$ cat config.mk
export PLATFORM = sky130hd
export DESIGN_NAME = cx_expander
export DESIGN_NICKNAME = d
export VERILOG_FILES = /design/src/rtl/cx_pkg.sv /design/src/rtl/cx_quad0.sv /design/src/rtl/cx_quad1.sv /design/src/rtl/cx_quad2.sv /design/src/rtl/cx_expander.sv
export SDC_FILE = /design/constraint.sdc
export NUM_CORES = 1
export LEC_CHECK = 0
export BUFFER_PORTS_ARGS = -buffer_cell sky130_fd_sc_hd__buf_4
export CORE_ASPECT_RATIO = 1.25
export CORE_MARGIN = 2
export CORE_UTILIZATION = 55
export DETAILED_ROUTE_END_ITERATION = 12
export PLACE_DENSITY = 0.79
export SETUP_SLACK_MARGIN = 0.4
export SLEW_MARGIN = 20
export SYNTH_ARGS = -nofsm -noshare
export SYNTH_HDL_FRONTEND = slang
export SYNTH_HIERARCHICAL = 1
export SYNTH_SLANG_ARGS = --single-unit
$ cat constraint.sdc
create_clock -name vclk -period 3.5
set_clock_uncertainty 0.2 [all_clocks]
set_input_delay 0.7 -clock vclk [all_inputs]
set_output_delay 0.7 -clock vclk [all_outputs]
set_load 0.03 [all_outputs]
$ cat src/rtl/cx_pkg.sv
package cx_pkg;
  localparam int CW_W  = 16;
  localparam int IW_W  = 32;
  localparam int REG_W = 5;
  localparam int RP_W  = 3;
  localparam int F3_W  = 3;
  localparam int OP_W  = 7;

  typedef logic [CW_W-1:0]  cword_t;
  typedef logic [IW_W-1:0]  iword_t;
  typedef logic [REG_W-1:0] reg_t;

  localparam logic [OP_W-1:0] OP_LOAD  = 7'b0000011;
  localparam logic [OP_W-1:0] OP_IMM   = 7'b0010011;
  localparam logic [OP_W-1:0] OP_STORE = 7'b0100011;
  localparam logic [OP_W-1:0] OP_REG   = 7'b0110011;
  localparam logic [OP_W-1:0] OP_LUI   = 7'b0110111;
  localparam logic [OP_W-1:0] OP_BR    = 7'b1100011;
  localparam logic [OP_W-1:0] OP_JALR  = 7'b1100111;
  localparam logic [OP_W-1:0] OP_JAL   = 7'b1101111;
  localparam iword_t          W_EBRK   = 32'h00100073;

  // 3-bit compact register number -> x8..x15
  function automatic reg_t prime(input logic [RP_W-1:0] n);
    return {2'b01, n};
  endfunction

  function automatic iword_t enc_i(input logic [11:0] imm, input reg_t rs1,
                                   input logic [F3_W-1:0] f3, input reg_t rd,
                                   input logic [OP_W-1:0] op);
    return {imm, rs1, f3, rd, op};
  endfunction

  function automatic iword_t enc_s(input logic [11:0] imm, input reg_t rs2,
                                   input reg_t rs1, input logic [F3_W-1:0] f3);
    return {imm[11:5], rs2, rs1, f3, imm[4:0], OP_STORE};
  endfunction

  function automatic iword_t enc_r(input logic [6:0] f7, input reg_t rs2,
                                   input reg_t rs1, input logic [F3_W-1:0] f3,
                                   input reg_t rd);
    return {f7, rs2, rs1, f3, rd, OP_REG};
  endfunction

  function automatic iword_t enc_b(input logic [12:0] imm, input reg_t rs1,
                                   input logic [F3_W-1:0] f3);
    return {imm[12], imm[10:5], 5'd0, rs1, f3, imm[4:1], imm[11], OP_BR};
  endfunction

  function automatic iword_t enc_j(input logic [20:0] imm, input reg_t rd);
    return {imm[20], imm[10:1], imm[11], imm[19:12], rd, OP_JAL};
  endfunction
endpackage

$ cat src/rtl/cx_quad0.sv
module cx_quad0
  import cx_pkg::*;
(
  input  cword_t cw,
  output iword_t word,
  output logic   bad
);
  logic [9:0] wide_imm;
  logic [6:0] mem_off;
  reg_t       rd_p;
  reg_t       rs1_p;

  always_comb begin
    wide_imm = {cw[10:7], cw[12:11], cw[5], cw[6], 2'b00};
    mem_off  = {cw[5], cw[12:10], cw[6], 2'b00};
    rd_p     = prime(cw[4:2]);
    rs1_p    = prime(cw[9:7]);
    word     = '0;
    bad      = 1'b0;
    unique case (cw[15:13])
      3'b000: begin
        bad  = (wide_imm == '0);
        word = enc_i({2'b00, wide_imm}, 5'd2, 3'b000, rd_p, OP_IMM);
      end
      3'b010: word = enc_i({5'd0, mem_off}, rs1_p, 3'b010, rd_p, OP_LOAD);
      3'b110: word = enc_s({5'd0, mem_off}, rd_p, rs1_p, 3'b010);
      default: bad = 1'b1;
    endcase
  end
endmodule

$ cat src/rtl/cx_quad1.sv
module cx_quad1
  import cx_pkg::*;
(
  input  cword_t cw,
  output iword_t word,
  output logic   bad
);
  logic [11:0] imm6_sx;
  logic [11:0] sp_adj;
  logic [20:0] jmp_off;
  logic [12:0] br_off;
  reg_t        rd;
  reg_t        rd_p;
  reg_t        rs2_p;

  always_comb begin
    rd      = cw[11:7];
    rd_p    = prime(cw[9:7]);
    rs2_p   = prime(cw[4:2]);
    imm6_sx = {{6{cw[12]}}, cw[12], cw[6:2]};
    sp_adj  = {{2{cw[12]}}, cw[12], cw[4:3], cw[5], cw[2], cw[6], 4'b0000};
    jmp_off = {{9{cw[12]}}, cw[12], cw[8], cw[10:9], cw[6], cw[7], cw[2],
               cw[11], cw[5:3], 1'b0};
    br_off  = {{4{cw[12]}}, cw[12], cw[6:5], cw[2], cw[11:10], cw[4:3], 1'b0};
    word    = '0;
    bad     = 1'b0;
    unique case (cw[15:13])
      3'b000: word = enc_i(imm6_sx, rd, 3'b000, rd, OP_IMM);
      3'b001: word = enc_j(jmp_off, 5'd1);
      3'b010: word = enc_i(imm6_sx, 5'd0, 3'b000, rd, OP_IMM);
      3'b011: begin
        if (rd == 5'd2) begin
          bad  = (sp_adj == '0);
          word = enc_i(sp_adj, 5'd2, 3'b000, 5'd2, OP_IMM);
        end else begin
          bad  = ({cw[12], cw[6:2]} == '0);
          word = {{14{cw[12]}}, cw[12], cw[6:2], rd, OP_LUI};
        end
      end
      3'b100: begin
        unique case (cw[11:10])
          2'b00: begin
            bad  = cw[12];
            word = enc_i({7'b0000000, cw[6:2]}, rd_p, 3'b101, rd_p, OP_IMM);
          end
          2'b01: begin
            bad  = cw[12];
            word = enc_i({7'b0100000, cw[6:2]}, rd_p, 3'b101, rd_p, OP_IMM);
          end
          2'b10: word = enc_i(imm6_sx, rd_p, 3'b111, rd_p, OP_IMM);
          default: begin
            bad = cw[12];
            unique case (cw[6:5])
              2'b00:   word = enc_r(7'b0100000, rs2_p, rd_p, 3'b000, rd_p);
              2'b01:   word = enc_r(7'b0000000, rs2_p, rd_p, 3'b100, rd_p);
              2'b10:   word = enc_r(7'b0000000, rs2_p, rd_p, 3'b110, rd_p);
              default: word = enc_r(7'b0000000, rs2_p, rd_p, 3'b111, rd_p);
            endcase
          end
        endcase
      end
      3'b101: word = enc_j(jmp_off, 5'd0);
      3'b110: word = enc_b(br_off, rd_p, 3'b000);
      default: word = enc_b(br_off, rd_p, 3'b001);
    endcase
  end
endmodule

$ cat src/rtl/cx_quad2.sv
module cx_quad2
  import cx_pkg::*;
(
  input  cword_t cw,
  output iword_t word,
  output logic   bad
);
  reg_t       rd;
  reg_t       rs2;
  logic [7:0] ld_off;
  logic [7:0] st_off;

  always_comb begin
    rd     = cw[11:7];
    rs2    = cw[6:2];
    ld_off = {cw[3:2], cw[12], cw[6:4], 2'b00};
    st_off = {cw[8:7], cw[12:9], 2'b00};
    word   = '0;
    bad    = 1'b0;
    unique case (cw[15:13])
      3'b000: begin
        bad  = cw[12];
        word = enc_i({7'b0000000, cw[6:2]}, rd, 3'b001, rd, OP_IMM);
      end
      3'b010: begin
        bad  = (rd == '0);
        word = enc_i({4'd0, ld_off}, 5'd2, 3'b010, rd, OP_LOAD);
      end
      3'b100: begin
        if (!cw[12]) begin
          if (rs2 == '0) begin
            bad  = (rd == '0);
            word = enc_i(12'd0, rd, 3'b000, 5'd0, OP_JALR);
          end else begin
            word = enc_r(7'b0000000, rs2, 5'd0, 3'b000, rd);
          end
        end else if (rs2 == '0) begin
          word = (rd == '0) ? W_EBRK : enc_i(12'd0, rd, 3'b000, 5'd1, OP_JALR);
        end else begin
          word = enc_r(7'b0000000, rs2, rd, 3'b000, rd);
        end
      end
      3'b110: word = enc_s({4'd0, st_off}, rs2, 5'd2, 3'b010);
      default: bad = 1'b1;
    endcase
  end
endmodule

$ cat src/rtl/cx_expander.sv
module cx_expander
  import cx_pkg::*;
(
  input  logic [15:0] cw_i,
  output logic [31:0] word_o,
  output logic        illegal_o
);
  localparam int NQ = 3;

  iword_t   q_word [NQ];
  logic     q_bad  [NQ];

  cx_quad0 u_q0 (.cw(cw_i), .word(q_word[0]), .bad(q_bad[0]));
  cx_quad1 u_q1 (.cw(cw_i), .word(q_word[1]), .bad(q_bad[1]));
  cx_quad2 u_q2 (.cw(cw_i), .word(q_word[2]), .bad(q_bad[2]));

  iword_t sel_word;
  logic   sel_bad;

  always_comb begin
    unique case (cw_i[1:0])
      2'b00:   begin sel_word = q_word[0]; sel_bad = q_bad[0]; end
      2'b01:   begin sel_word = q_word[1]; sel_bad = q_bad[1]; end
      2'b10:   begin sel_word = q_word[2]; sel_bad = q_bad[2]; end
      default: begin sel_word = '0;        sel_bad = 1'b1;     end
    endcase
    illegal_o = sel_bad;
    word_o    = sel_bad ? '0 : sel_word;
  end
endmodule

After elaboration in Yosys (flattened, before gate mapping)
Index checks and enable logic that the tools add are counted.
{"block": "totals", "elab_cells": 43, "regBits": 0, "out_inout_bits": 33}
{"block": "classes", "n_eq_ne": 13, "reduce_logical": 10, "n_mux": 20}
{"op": "$pmux 32 s7", "n": 1}
{"op": "$pmux 32 s3", "n": 2}
{"op": "$pmux 32 s4", "n": 1}
{"op": "$mux 32", "n": 3}
{"op": "$pmux 31 s3", "n": 1}
{"op": "$pmux 30 s3", "n": 1}
{"op": "$mux 29", "n": 1}
{"op": "$mux 25", "n": 1}
{"op": "$mux 21", "n": 1}
{"op": "$logic_not 8->1", "n": 2}
{"op": "$logic_not 5->1", "n": 2}
{"op": "$eq 3x3->1 const B", "n": 3}
{"op": "$eq 2x1->1 const B", "n": 3}
{"op": "$eq 2x2->1 const B", "n": 3}
{"op": "$eq 3x2->1 const B", "n": 2}
{"op": "$logic_not 2->1", "n": 3}
{"op": "$logic_not 6->1", "n": 1}
{"op": "$eq 5x2->1 const B", "n": 1}
{"op": "$mux 1", "n": 4}
{"op": "$pmux 1 s2", "n": 2}
{"op": "$pmux 1 s4", "n": 1}
{"op": "$eq 3x1->1 const B", "n": 1}
{"op": "$logic_not 3->1", "n": 1}
{"op": "$pmux 1 s3", "n": 1}
{"op": "$reduce_or 2->1", "n": 1}

Logic depth before layout (Yosys ltp)
Gate-level depths: netlist of run 1.
{"block": "logic_depth", "depth_word": 7, "ltp_mapped": 9}

Hierarchy
The synthesis of run 1 kept the hierarchy.
{"module": "cx_expander", "n_inst": 1, "area_per_inst_um2": 1062.3, "seq_area_each_um2": 0.0, "cells_each": 146}
{"module": "cx_quad1", "n_inst": 1, "area_per_inst_um2": 700.7, "seq_area_each_um2": 0.0, "cells_each": 121}
{"module": "cx_quad2", "n_inst": 1, "area_per_inst_um2": 485.5, "seq_area_each_um2": 0.0, "cells_each": 68}
{"module": "cx_quad0", "n_inst": 1, "area_per_inst_um2": 311.5, "seq_area_each_um2": 0.0, "cells_each": 49}

Worst setup path after synthesis of run 1
OpenSTA, ideal clock, no wires.
{"block": "synth_path", "path_kind": "input to output", "from": "input cw_i[10]", "to": "output word_o[27]", "t_arrival_ns": 2.481, "path_stages": 7, "slack_ns": 0.119, "path_cell_list": "buf_6 > or4b_4 > or2_4 > o211ai_1 > mux2i_1 > or2_2 > a21oi_2"}
{"item": "from (decl)", "line_no": "cx_expander.sv:4", "text": "input logic [15:0] cw_i,"}
{"item": "to (decl)", "line_no": "cx_expander.sv:5", "text": "output logic [31:0] word_o,"}

==> impl_metrics.yaml, run 1 <==
layout:
  area_growth_pct: 47.3
  fin_cells: 506
  fin_nets: 466
  drive_gt1_share_pct: 45.5
  seq_area_um2: 0
  clock_buffers: 0
  diodes: 0
  n_sequential_cell: 0
place:
  gp_congestion: 0.936
  numPlacedInstances: 485
  dp_hpwl_um: 6430
  port_buffers: 49
pwr:
  p_per_area_nw_per_um2: 150
  p_int_uw: 243
  swShare_pct: 56.9
  clkPwrFrac_pct: 0
  peakVddDrop_mv: 0.0957
  combPwrFrac_pct: 100.0
  p_sw_uw: 321
  seq_power_share_pct: 0
  leakagePower_nw: 1.53
logic_synthesis:
  yosysMostFrequentCell: "nand2_1"
  synth_commonest_cells: "54 x nand2_1, 36 x mux2i_1, 35 x a21oi_1"
  yosys.area_share.simple_pct: 38.6
  synth_top_family_by_area: "simple AND/OR/NAND/NOR gates"
  synthTopCellsByArea: "mux2i_1 14%, or2_2 8.1%, nand2_1 7.9%"
  avgSynthCellArea_um2: 6.67
  synth_compound_area_share_pct: 27.4
  synthCells: 384
  yosys_warnings: 6
  synth.distinct_cells: 64
  synth_top_area_cell: "mux2i_1"
  synthAdderAreaFrac_pct: 0
  synthMuxAreaShare_pct: 15.5
  yosysSeqAreaShare_pct: 0
  synth_xor_area_share_pct: 0
  synth_area_um2: 2560
  synth.top_cell.area_share_pct: 14.1
critical_path:
  crit_fanout: 4
  required_ps: 2600
  crit_path_end_kind: "primary output"
  crit_family: "simple AND/OR/NAND/NOR gates"
  cp.arrival_ps: 2580
  crit_cells: 10
  cp.buffers_inverters: 4
  cpPeakStageDelay_ps: 570
  path_common_cell: "buf_6"
  worstSetupStartpoint: "cw_i[7]"
  cp_slowest_cell: "or4b_4"
  cp_cell_sequence: "buf_6, or4b_4, buf_4, o21ai_4, buf_6, o21ai_0, mux2i_1, or2_4, a21oi_4, buf_6"
  critPathKind: "in2out"
  cp-start-kind: "input port"
  endpoint: "word_o[21]"
global_route:
  first_global_vias: 3086
  grt_max_degree: 35
  overflow: 0
  grt_pass1_wl_um: 15400
  grt_usage_pct: 37.5
  antenna_found_initial: 0
floorplan:
  num_io_pins: 49
  dieArea_um2: 5220
  initial_utilization_pct: 57.4
  row_count: 27
  die_y_um: 80.3
  core-area_um2: 4460
  die_x_um: 65.0
detailed_routing:
  drc: 0
  via_per_inst: 6.67
  vias: 3373
  antenna_left: 0
  drt_iter0_drc: 479
  wl_per_cell_um: 21.3
  wirelength_um: 10800
  firstDrtPassIters: 6
flow_run:
  maxCapViolCount: 0
sta:
  rsz0062_at_grt: "true"
  setup_violations: 0
  fin_crit_sh_pct: 99.3
  final.setup.tns_ps: 0
  clock.fmax_mhz: 288
  layout_min_cycle_time_ps: 3480
  hold_viol: 0
  maxSlewViolCount: 0
clocking:
  cts_hold_buffers: 0
hold_path:
  min_path_type: "in2out"
outcome:
  status: "finished clean"
==> per-stage QoR <==
step,hold WS [ps],cell area [µm²],util [%],setup WS (ps),power (mW)
2_1_floorplan,1420,2790,-,265,0.314
4_1_cts,1730,3450,77.4,77.0,0.493
3_3_place_gp,1730,3090,69.2,-10.2,0.423
3_5_place_dp,1720,3090,69.2,-9.11,0.427
6_report,1750,3770,84.5,23.7,0.564
5_1_grt,1770,3770,84.5,-38.8,0.587
==> routing by layer <==
metal | track usage [%] | share of wire, % | vias up | wire length [µm]
met5 | 0 | 0 | - | 0
met3 | 2.94 | 11 | 85 | 1160
met2 | 64.1 | 47 | 311 | 5030
met1 | 47.3 | 36 | 1540 | 3830
met4 | 17.5 | 7.0 | 0 | 751
li1 | - | - | 1437 | -
==> how the worst min path moves through the flow <==
| stage | startpoint | endpoint | cells after the start |
|---|---|---|---|
| 3_3_place_gp | cw_i[13] | word_o[12] | 5 |
| 2_1_floorplan | cw_i[12] | word_o[2] | 3 |
| 5_1_grt | cw_i[13] | word_o[12] | 5 |
| 6_report | cw_i[13] | word_o[12] | 5 |
| 4_1_cts | cw_i[13] | word_o[12] | 5 |
| 3_5_place_dp | cw_i[13] | word_o[12] | 5 |
==> cell families after synthesis <==
family | Yosys count
simple gates | 175
mux | 38
buf+inv | 67
other cells | 3
compound gates | 101
==> power by group through the flow <==
stage | clock [mW] | sequential [mW] | combinational (mW)
6_report | 0 | 0 | 0.564
5_1_grt | 0 | 0 | 0.587
4_1_cts | 0 | 0 | 0.493
3_5_place_dp | 0 | 0 | 0.427
3_3_place_gp | 0 | 0 | 0.423
2_1_floorplan | 0 | 0 | 0.314
==> repair_timing <==
item | in CTS | in global routing
resized for setup | 49 | 56
setup endpoints to repair | 33 | 33
gates cloned | 3 | 0
setup buffers | 9 | 9
pin swaps | 17 | 19
==> tightest hold or removal path: cells and delay by family <==
family	cells	cell delay (ps)
AND/OR/NAND/NOR	2	180
buffers and inverters	2	300
AO/OA/AOI/OAI	1	70
==> cell type report <==
type | count | area [µm²]
Timing Repair Buffer | 102 | 1060
Tap cell | 58 | 72.6
Multi-Input combinational cell | 330 | 2580
Fill cell | 251 | 689
Inverter | 16 | 60.1
==> placed cells by master, fill, tap and decap left out, types with 3 or more instances in the layout <==
master	n
buf_16	3
or2_2	19
and2_1	18
nand2_1	54
nand3_1	7
a21oi_2	3
a221oi_2	3
a21oi_4	30
nor4_1	3
or2_4	15
inv_1	14
nand4_1	4
o221ai_1	3
mux2i_1	36
buf_12	4
o211ai_1	3
conb_1	16
buf_4	50
a31oi_1	4
nor2_1	16
nor2_2	5
o21ai_0	11
nor2b_1	9
buf_8	3
nor3_4	4
and3b_1	3
a21oi_1	18
buf_6	42
No activity file was read; power rests on OpenSTA's default activity.
==> run 2: changes to the inputs <==
--- a/config.mk
+++ b/config.mk
@@ -5,6 +5,7 @@
 export SDC_FILE = /design/constraint.sdc
 export NUM_CORES = 1
 export LEC_CHECK = 0
+export ABC_AREA = 1
 export BUFFER_PORTS_ARGS = -buffer_cell sky130_fd_sc_hd__buf_4
 export CORE_ASPECT_RATIO = 1.25
 export CORE_MARGIN = 2
==> run 2 against run 1 <==
Worst hold slack improved by 76 ps. Power fell by 24%. Wire length shrank 13%. First-iteration DRC count is 16% lower. Flip-flop and latch count stayed put. Via count up 4.1%. Setup slack improved by 420 ps. Synthesized cell count grew 41%. Critical path type unchanged. Sequential share of layout area did not move. Combinational power fell by 24%. Global-route usage decreased by 3.1 points. Largest power group unchanged.
==> impl_metrics.yaml, run 2 <==
critical_path:
  crit_fanout: 17
  required_ps: 2600
  cp.arrival_ps: 2160
  worstSetupStartpoint: "cw_i[15]"
  crit_path_end_kind: "primary output"
  cp-start-kind: "input port"
  critPathKind: "in2out"
detailed_routing:
  via_per_inst: 5.48
  wirelength_um: 9330
  drt_iter0_drc: 403
  firstDrtPassIters: 8
  antenna_left: 0
  drc: 0
  vias: 3510
  wl_per_cell_um: 14.6
layout:
  fin_nets: 600
  nFillCells: 460
  clock_buffers: 0
  n_sequential_cell: 0
  utilization_pct: 67.8
  diodes: 0
  final_cell_mix: "139 x nor2_1, 103 x nand2_1, 81 x nand3_1"
  layout_commonest_cell: "nor2_1"
  drive_gt1_share_pct: 21.5
  area_growth_pct: 16.5
  fin_cells: 640
  seq_area_um2: 0
clocking:
  cts_hold_buffers: 0
outcome:
  status: "finished clean"
place:
  numPlacedInstances: 636
  gp_congestion: 0.998
  port_buffers: 49
  dp_hpwl_um: 7060
sta:
  maxSlewViolCount: 0
  hold_ws_ps: 1820
  fin_crit_sh_pct: 87.4
  setup_violations: 0
  clock.fmax_mhz: 327
  rsz0062_at_grt: "false"
  hold_viol: 0
  final.setup.tns_ps: 0
  layout_min_cycle_time_ps: 3060
floorplan:
  row_count: 27
  core-area_um2: 4460
  num_io_pins: 49
  die_x_um: 65.4
  initial_utilization_pct: 58.2
  die_y_um: 80.8
  dieArea_um2: 5280
hold_path:
  min_path_type: "in2out"
  min_to: "word_o[13]"
  hold_depth: 7
  hold_start: "cw_i[13]"
global_route:
  grt_max_degree: 33
  first_global_vias: 3088
  antenna_found_initial: 0
  overflow: 0
  grt_usage_pct: 34.4
  grt_pass1_wl_um: 14400
pwr:
  leakagePower_nw: 1.68
  peakVddDrop_mv: 0.0793
  p_per_area_nw_per_um2: 141
logic_synthesis:
  yosysMostFrequentCell: "nor2_1"
  synth_commonest_cells: "143 x nor2_1, 104 x nand2_1, 81 x inv_1, 81 x nand3_1, 26 x buf_4"
  synth_area_um2: 2590
  avgSynthCellArea_um2: 4.79
  synth.distinct_cells: 28
  synthCells: 542
  synthTopCellsByArea: "nor2_1 21%, nand3_1 16%, nand2_1 15%"
  yosysSeqAreaShare_pct: 0
  yosys_warnings: 6
  synth_top_area_cell: "nor2_1"
  synth.top_cell.area_share_pct: 20.7
flow_run:
  maxCapViolCount: 0
[run 2: how the worst max path moves through the flow]
stage                     cells past startpoint    endpoint
after floorplan                              11  word_o[18]
after global placement                       12   word_o[9]
after detailed placement                     12  word_o[21]
after CTS                                    13  word_o[21]
after global routing                         13  word_o[23]
final                                        13  word_o[23]
[run 2: repair_timing]
action                     in CTS  in global routing
gates resized for setup         4                 18
setup buffers                   0                  3
gates cloned                    0                  1
setup endpoints to repair      26                 29
pin swaps                       0                  1
[run 2: cell families after synthesis]
group | Yosys count | share of synthesized area, %
other | 3 | 0.434
AND/OR/NAND/NOR | 366 | 63.9
buffers and inverters | 136 | 27.0
AO/OA/AOI/OAI | 37 | 8.73
[run 2: layout make-up]
cell class	count	area, µm²	area share (%)
Multi-Input combinational cell	419	1990	65.9
Timing Repair Buffer	70	603	20.0
Inverter	93	357	11.8
Tap cell	58	72.6	2.40
[run 2: routing by layer]
metal | vias to the layer above | track usage, % | routed length (µm)
met5 | - | 0 | 0
met4 | 0 | 17.3 | 458
met2 | 240 | 60.5 | 4480
met3 | 40 | 1.94 | 903
li1 | 1713 | - | -
met1 | 1517 | 42.2 | 3490
[run 2: power breakdown]
| part | internal (mW) | leakage [nW] | total, mW | switching (mW) |
|---|---|---|---|---|
| sequential | 0 | 0 | 0 | 0 |
| combinational | 0.146 | 1.68 | 0.427 | 0.281 |
| clock | 0 | 0 | 0 | 0 |
[run 2: worst max-delay path, stage by stage]
cell	delay [ps]
buf_6	180
inv_2	120
nand2_1	180
o21ai_1	80
inv_1	60
nand2_1	50
nand3_1	100
nand2_1	70
inv_2	90
nand2_8	90
clkbuf_16	180
nor2_2	90
buf_4	170
[run 2: per-stage QoR]
stage	area [µm²]	power (mW)	setup WS, ps
2_1_floorplan	2640	0.288	648
3_3_place_gp	2880	0.389	310
3_5_place_dp	2880	0.391	307
4_1_cts	2900	0.393	409
5_1_grt	3020	0.458	399
6_report	3020	0.427	442
